## config.mk

```make
export PLATFORM = sky130hd
export DESIGN_NAME = rtc_alarm_irq
export DESIGN_NICKNAME = d
export VERILOG_FILES = /design/src/rtl/rtc_alarm_pkg.sv /design/src/rtl/alarm_field_match.sv /design/src/rtl/rtc_alarm_match.sv /design/src/rtl/irq_flag_reg.sv /design/src/rtl/rtc_alarm_irq.sv
export SDC_FILE = /design/constraint.sdc
export NUM_CORES = 1
export LEC_CHECK = 0
export CAP_MARGIN = 15
export CORE_MARGIN = 4
export CORE_UTILIZATION = 20
export CTS_CLUSTER_DIAMETER = 200
export DETAILED_ROUTE_END_ITERATION = 10
export GPL_TIMING_DRIVEN = 0
export PLACE_DENSITY = 0.74
export SLEW_MARGIN = 20
export SYNTH_ARGS = -nofsm -noshare
export SYNTH_HDL_FRONTEND = slang
export SYNTH_SLANG_ARGS = --single-unit
```

## constraint.sdc

```tcl
create_clock -name clk -period 1.1 [get_ports clk]
set_clock_uncertainty 0.1 [all_clocks]
set_input_delay 0.22 -clock clk [delete_from_list [all_inputs] [get_ports clk]]
set_output_delay 0.22 -clock clk [all_outputs]
set_load 0.01 [all_outputs]
```

## src/rtl/rtc_alarm_pkg.sv

```systemverilog
package rtc_alarm_pkg;
  localparam int STAT_W  = 8;
  localparam int BIT_SUM = 7;
  localparam int BIT_PF  = 6;
  localparam int BIT_AF  = 5;
  localparam int BIT_UF  = 4;
  localparam int NFIELDS = 3;

  typedef struct packed {
    logic pf;
    logic af;
    logic uf;
  } flags_t;
endpackage

```

## src/rtl/alarm_field_match.sv

```systemverilog
module alarm_field_match #(
  parameter int FIELD_W   = 8,
  parameter int WILD_BITS = 2
) (
  input  logic [FIELD_W-1:0] alarm,
  input  logic [FIELD_W-1:0] cur,
  output logic               hit
);
  localparam int TOP = FIELD_W - 1;

  logic wild;
  assign wild = &alarm[TOP -: WILD_BITS];
  assign hit  = wild || (alarm == cur);
endmodule

```

## src/rtl/rtc_alarm_match.sv

```systemverilog
module rtc_alarm_match #(
  parameter int FIELD_W   = 8,
  parameter int WILD_BITS = 2,
  parameter int NFIELDS   = 3
) (
  input  logic [NFIELDS*FIELD_W-1:0] alarm_vec,
  input  logic [NFIELDS*FIELD_W-1:0] cur_vec,
  output logic                       all_hit
);
  logic [NFIELDS-1:0] hits;

  for (genvar g = 0; g < NFIELDS; g++) begin : g_fld
    alarm_field_match #(
      .FIELD_W  (FIELD_W),
      .WILD_BITS(WILD_BITS)
    ) u_fld (
      .alarm(alarm_vec[g*FIELD_W +: FIELD_W]),
      .cur  (cur_vec[g*FIELD_W +: FIELD_W]),
      .hit  (hits[g])
    );
  end

  assign all_hit = &hits;
endmodule

```

## src/rtl/irq_flag_reg.sv

```systemverilog
module irq_flag_reg
  import rtc_alarm_pkg::*;
(
  input  logic   clk,
  input  logic   rst_n,
  input  flags_t set_ev,
  input  flags_t enables,
  input  logic   rd_clr,
  output flags_t flags_q,
  output logic   summary
);
  flags_t flags_d;

  always_comb begin
    flags_d = (rd_clr ? '0 : flags_q) | set_ev;
  end

  always_ff @(posedge clk) begin
    if (!rst_n) flags_q <= '0;
    else        flags_q <= flags_d;
  end

  assign summary = |(flags_q & enables);
endmodule

```

## src/rtl/rtc_alarm_irq.sv

```systemverilog
module rtc_alarm_irq
  import rtc_alarm_pkg::*;
#(
  parameter int FIELD_W   = 8,
  parameter int WILD_BITS = 2
) (
  input  logic               clk,
  input  logic               rst_n,
  input  logic [FIELD_W-1:0] cur_sec,
  input  logic [FIELD_W-1:0] cur_min,
  input  logic [FIELD_W-1:0] cur_hr,
  input  logic [FIELD_W-1:0] alm_sec,
  input  logic [FIELD_W-1:0] alm_min,
  input  logic [FIELD_W-1:0] alm_hr,
  input  logic               tick_periodic,
  input  logic               update_done,
  input  logic               en_periodic,
  input  logic               en_alarm,
  input  logic               en_update,
  input  logic               stat_rd,
  output logic [STAT_W-1:0]  stat_q,
  output logic               irq_o
);
  localparam int VEC_W = NFIELDS * FIELD_W;

  logic [VEC_W-1:0] alarm_vec;
  logic [VEC_W-1:0] cur_vec;
  logic             time_hit;
  flags_t           set_ev;
  flags_t           enables;
  flags_t           flags_q;
  logic             summary;

  assign alarm_vec = {alm_hr, alm_min, alm_sec};
  assign cur_vec   = {cur_hr, cur_min, cur_sec};

  rtc_alarm_match #(
    .FIELD_W  (FIELD_W),
    .WILD_BITS(WILD_BITS),
    .NFIELDS  (NFIELDS)
  ) u_match (
    .alarm_vec(alarm_vec),
    .cur_vec  (cur_vec),
    .all_hit  (time_hit)
  );

  always_comb begin
    set_ev.pf  = tick_periodic;
    set_ev.af  = update_done && time_hit;
    set_ev.uf  = update_done;
    enables.pf = en_periodic;
    enables.af = en_alarm;
    enables.uf = en_update;
  end

  irq_flag_reg u_flags (
    .clk    (clk),
    .rst_n  (rst_n),
    .set_ev (set_ev),
    .enables(enables),
    .rd_clr (stat_rd),
    .flags_q(flags_q),
    .summary(summary)
  );

  always_comb begin
    stat_q          = '0;
    stat_q[BIT_SUM] = summary;
    stat_q[BIT_PF]  = flags_q.pf;
    stat_q[BIT_AF]  = flags_q.af;
    stat_q[BIT_UF]  = flags_q.uf;
  end

  assign irq_o = summary;
endmodule

```

=== After elaboration in Yosys (flattened, before gate mapping) ===
Cells that the tools add are included.

* Memory bits (writable): 0
* Output and inout bits: 9
* Word-level logic and storage cells: 18
* Bits in registers: 3
* ROM bits: 0
* Latch bits: 0
* Memories: 0
* Input port bits: 56

* Bitwise operators: 2
* Muxes and demuxes: 1
* Divide/modulo/power cells: 0
* Reduce and logical (&&, ||, !) cells: 9
* Equal/unequal tests: 3
* Shift-type cells: 0
* $mul: 0
* $lt $le $gt $ge: 0
* $add $sub $neg: 0

{| class="wikitable"
|+ Operators with widths
! operator !! number
|-
| 8-bit equality test || 3
|-
| 2-bit AND reduction || 3
|-
| 3-bit AND || 1
|-
| 1-bit logical OR || 3
|-
| 3-bit two-way mux || 1
|-
| 3-bit bitwise OR || 1
|-
| 3-bit AND reduction || 1
|-
| 3-bit OR reduction || 1
|-
| 1-bit logical AND || 1
|}

=== Longest topological paths before layout ===
* Depth in word-level cells: 5
* Mapped depth: 5

=== Modules after synthesis ===
A second synthesis with hierarchy kept.

* Cell total of the unflattened synthesis: 55
* Area total of the unflattened synthesis: 442.9 µm²

{| class="wikitable"
|+ Modules (own cells, without submodules)
! module !! area each (µm²) !! cells each !! instances
|-
| alarm_field_match || 91.3 || 12 || 3
|-
| irq_flag_reg || 115.1 || 11 || 1
|-
| rtc_alarm_irq || 47.5 || 7 || 1
|-
| rtc_alarm_match || 6.3 || 1 || 1
|}

=== Worst setup path after synthesis ===
Ideal clock, no wire load.

* Path kind: register -> output
* Start point: register, netlist name u_flags.flags_q[0]
* End point: output port stat_q[7]
* Buffers on the path: 1
* Data arrival time: 0.906 ns
* Required time: 0.780 ns
* Stages on the path, launching flop included: 4
* Setup slack: -0.126 ns
* Path through: dfxtp_1 > a222oi_1 > inv_1 > buf_4

* Cells in the longest elaborated chain, start to end: 2

{| class="wikitable"
|+ RTL lines
! item !! RTL line !! source
|-
| 3-bit AND || irq_flag_reg.sv:23 || <nowiki>assign summary = |(flags_q & enables);</nowiki>
|-
| 3-bit OR reduction || irq_flag_reg.sv:23 ||
|-
| end: declaration || rtc_alarm_irq.sv:21 || <nowiki>output logic [STAT_W-1:0] stat_q,</nowiki>
|}

Every way passes these cells.

=== Final worst setup path ===
* Start point: register, netlist name u_flags.flags_q[0]
* End point: output port stat_q[7]

* Cells in the longest elaborated chain, start to end: 2

{| class="wikitable"
|+ RTL lines
! item !! RTL line
|-
| 3-bit AND || irq_flag_reg.sv:23
|-
| 3-bit OR reduction || irq_flag_reg.sv:23
|}

Every way passes these cells.

==> flow_summary_export.csv <==
group,metric,value,unit
outcome,status,"complete, but fails checks",
outcome,failed_checks,"setup timing",
critical_path,crit_type,"reg2out",
die,coreArea,2000,sq um
worst_hold_path,hold_path_startpoint,"alm_hr[6]",
timing,hold_violations,0,
place,hpwlAfterDp,1.40,mm
critical_path,path_depth,4,
die,die-area,2970,sq um
clock_network,cts_tree,"yes",
routing,wl_per_cell,10.6,um
timing,setup_viol,3,
global_route,grt_pass1_wl,2.17,mm
synth,avgSynthCellArea,8.30,sq um
synth,yosysTopAreaCellShare,32.5,%
routing,drt_drc_violations_left,0,
critical_path,critPathBufInv,3,
critical_path,critPathCapture,"stat_q[7]",
cells_and_area,multi_input_area,382,sq um
critical_path,r2r_slack,0.28,ns
synth,synthCells,52,
cells_and_area,mostFrequentLayoutCells,"20 x clkdlybuf4s15_1, 16 x buf_2, 15 x xor2_1, 9 x clkbuf_2, 8 x xnor2_1",
place,globalplace.congestion,0.633,
place,pre_cts_ws,-0.815,ns
clock_network,root_buffer,"clkbuf_4",
synth,synth.area.top_cells,"xor2_1 32%, xnor2_1 16%, dfxtp_1 14%",
synth,yosys.area.top_type,"xor2_1",
clock_network,clk_pin_slew,0.04,ns
global_route,antenna_found_initial,0,
synth,seq_area_frac_synth,13.9,%
critical_path,crit_top_cell,"buf_6",
cells_and_area,nets,176,
timing,fin_ws,-0.407,ns
die,die_x,54.5,um
worst_hold_path,min_path_type,"in2reg",
cells_and_area,area_growth_syn_to_layout,139,%
cells_and_area,fill_cells,194,
clock_network,clk_latency,0.23,ns
place,portBuffers,60,
critical_path,critPathTopFamily,"buffers and inverters",
critical_path,cp-end-kind,"output port",
critical_path,critPathSlowestCell,"dfxtp_2",
routing,drtPass1Iterations,4,
clock_network,cts_buffer_depth,2,
critical_path,arrival,1.19,ns
clock_network,clock_sinks,3,
timing,rsz0062_at_grt,"true",
synth,synth-seq-cells,3,
routing,vias,600,
routing,drt-vias-per-instance,4.11,
global_route,grt_use_total,9.96,%
critical_path,worstSetupStartpointType,"flip-flop",
die,fp.dieH,54.5,um
die,pin_count,65,
synth,synth_cell_type_count,16,
synth,synth_warnings,0,
critical_path,path_max_fanout,3,
critical_path,path_cells,"a222oi_1 -> inv_1 -> buf_6 -> buf_6",
power_and_ir_drop,ir_worst_vdd,0.344,mV
routing,drt_iter0_drc,2,
cells_and_area,final_common_cell,"clkdlybuf4s15_1",
critical_path,worstReg2RegStart,"u_flags.flags_q[0]$_SDFF_PN0_",
clock_network,holdBufCountCts,0,
timing,max_freq,0.663,GHz
critical_path,rr_endpoint,"u_flags.flags_q[0]$_SDFF_PN0_",
cells_and_area,seqCellArea,63.8,sq um
cells_and_area,antenna_cells,0,
job,maxCapViolations,0,
clock_network,htree_levels,1,
routing,routed_wl,1.55,mm
synth,synth_area,432,sq um
power_and_ir_drop,power,628,uW
timing,finalCritPeriodShare,137,%
cells_and_area,regMostFlops,"u_flags.flags_q",
die,rows,16,
die,start_util,21.6,%
critical_path,critPathLaunch,"u_flags.flags_q[0]$_SDFF_PN0_",
cells_and_area,drive_gt1_share,41.2,%
routing,ant_nets,0,
global_route,grt_overflow_total,0,
power_and_ir_drop,powerDensity,609,nW/um^2
global_route,grt_max_degree,5,
timing,min_period,1.51,ns
critical_path,worstPathRequired,0.78,ns
timing,finalMaxSlewViolations,0,
cells_and_area,largest_register_ffs,3,
clock_network,cts_made_buffers,3,
cells_and_area,top_regs,"u_flags.flags_q x3",
power_and_ir_drop,p_leak,0.471,nW
global_route,grt_pass1_vias,561,
critical_path,max_stage_delay,0.32,ns
critical_path,rr_worst_depth,2,
-- worst min-delay path by stage --
stage	end	slack, ns	cells past startpoint
2_1_floorplan	u_flags.flags_q[1]$_SDFF_PN0_	0.22	1
3_3_place_gp	u_flags.flags_q[1]$_SDFF_PN0_	0.39	2
3_5_place_dp	u_flags.flags_q[1]$_SDFF_PN0_	0.40	2
4_1_cts	u_flags.flags_q[1]$_SDFF_PN0_	0.34	3
5_1_grt	u_flags.flags_q[1]$_SDFF_PN0_	0.38	3
6_report	u_flags.flags_q[1]$_SDFF_PN0_	0.36	3
-- routing by layer --
metal	GRT usage, %	vias to the layer above	wire length, um
met2	18.5	36	818
met3	3.00	3	234
met5	0	-	0
met4	3.73	0	17
li1	-	305	-
met1	10.3	256	481
-- tightest hold or removal path: stages --
cell,delay [ns]
clkbuf_2,0.09
a22oi_1,0.21
o32ai_2,0.12
-- repair_timing --
action | CTS | global route
buffers inserted | 0 | 0
pin swaps | 33 | 11
hold endpoints to repair | 0 | 0
endpoints found under the setup margin | 6 | 4
resized for setup | 138 | 24
-- where the power goes --
part           internal, mW  switching [mW]  leakage [nW]
Combinational         0.198           0.110         0.431
Clock                 0.136          0.0639        0.0150
Sequential            0.115         0.00394        0.0257
-- per-stage QoR --
stage	cell area, sq um	instances	TNS (ns)	hold slack (ns)	utilization [%]
6_report	1030	146	-0.797	0.361	51.5
5_1_grt	1030	146	-1.09	0.376	51.5
4_1_cts	1020	146	-0.857	0.336	51.0
3_5_place_dp	1080	142	-2.55	0.404	54.1
3_3_place_gp	1080	142	-2.50	0.390	54.1
2_1_floorplan	448	55	-0.149	0.219	-
-- kinds of logic (layout without fill, tap and decap cells) --
family,count (synthesis),after routing,synth area share (%)
compound gates,7,7,12.5
simple gates,11,11,14.5
flops,3,3,13.9
buf+inv,6,70,9.57
other cells,1,4,0.869
xor+xnor,24,24,48.7
-- cell type report --
type                    instances  share of cell area [%]
flip-flops and latches          3                    6.19
plain buffers                   5                    4.00
repair buffers                 60                    46.6
inverters                       1                   0.364
clock buffers                   4                    2.55
multi-input cells              46                    37.0
well taps                      27                    3.28
-- Yosys cell counts --
cell	instances
nand3_1	1
conb_1	1
nor4_1	4
buf_4	5
nand2_1	2
xnor2_1	8
o32ai_1	1
o21a_1	2
nand4_1	2
inv_1	1
a22oi_1	2
a222oi_1	1
o21ai_0	1
nor2b_1	2
xor2_1	16
dfxtp_1	3
Power figures use the tool's default switching activity.
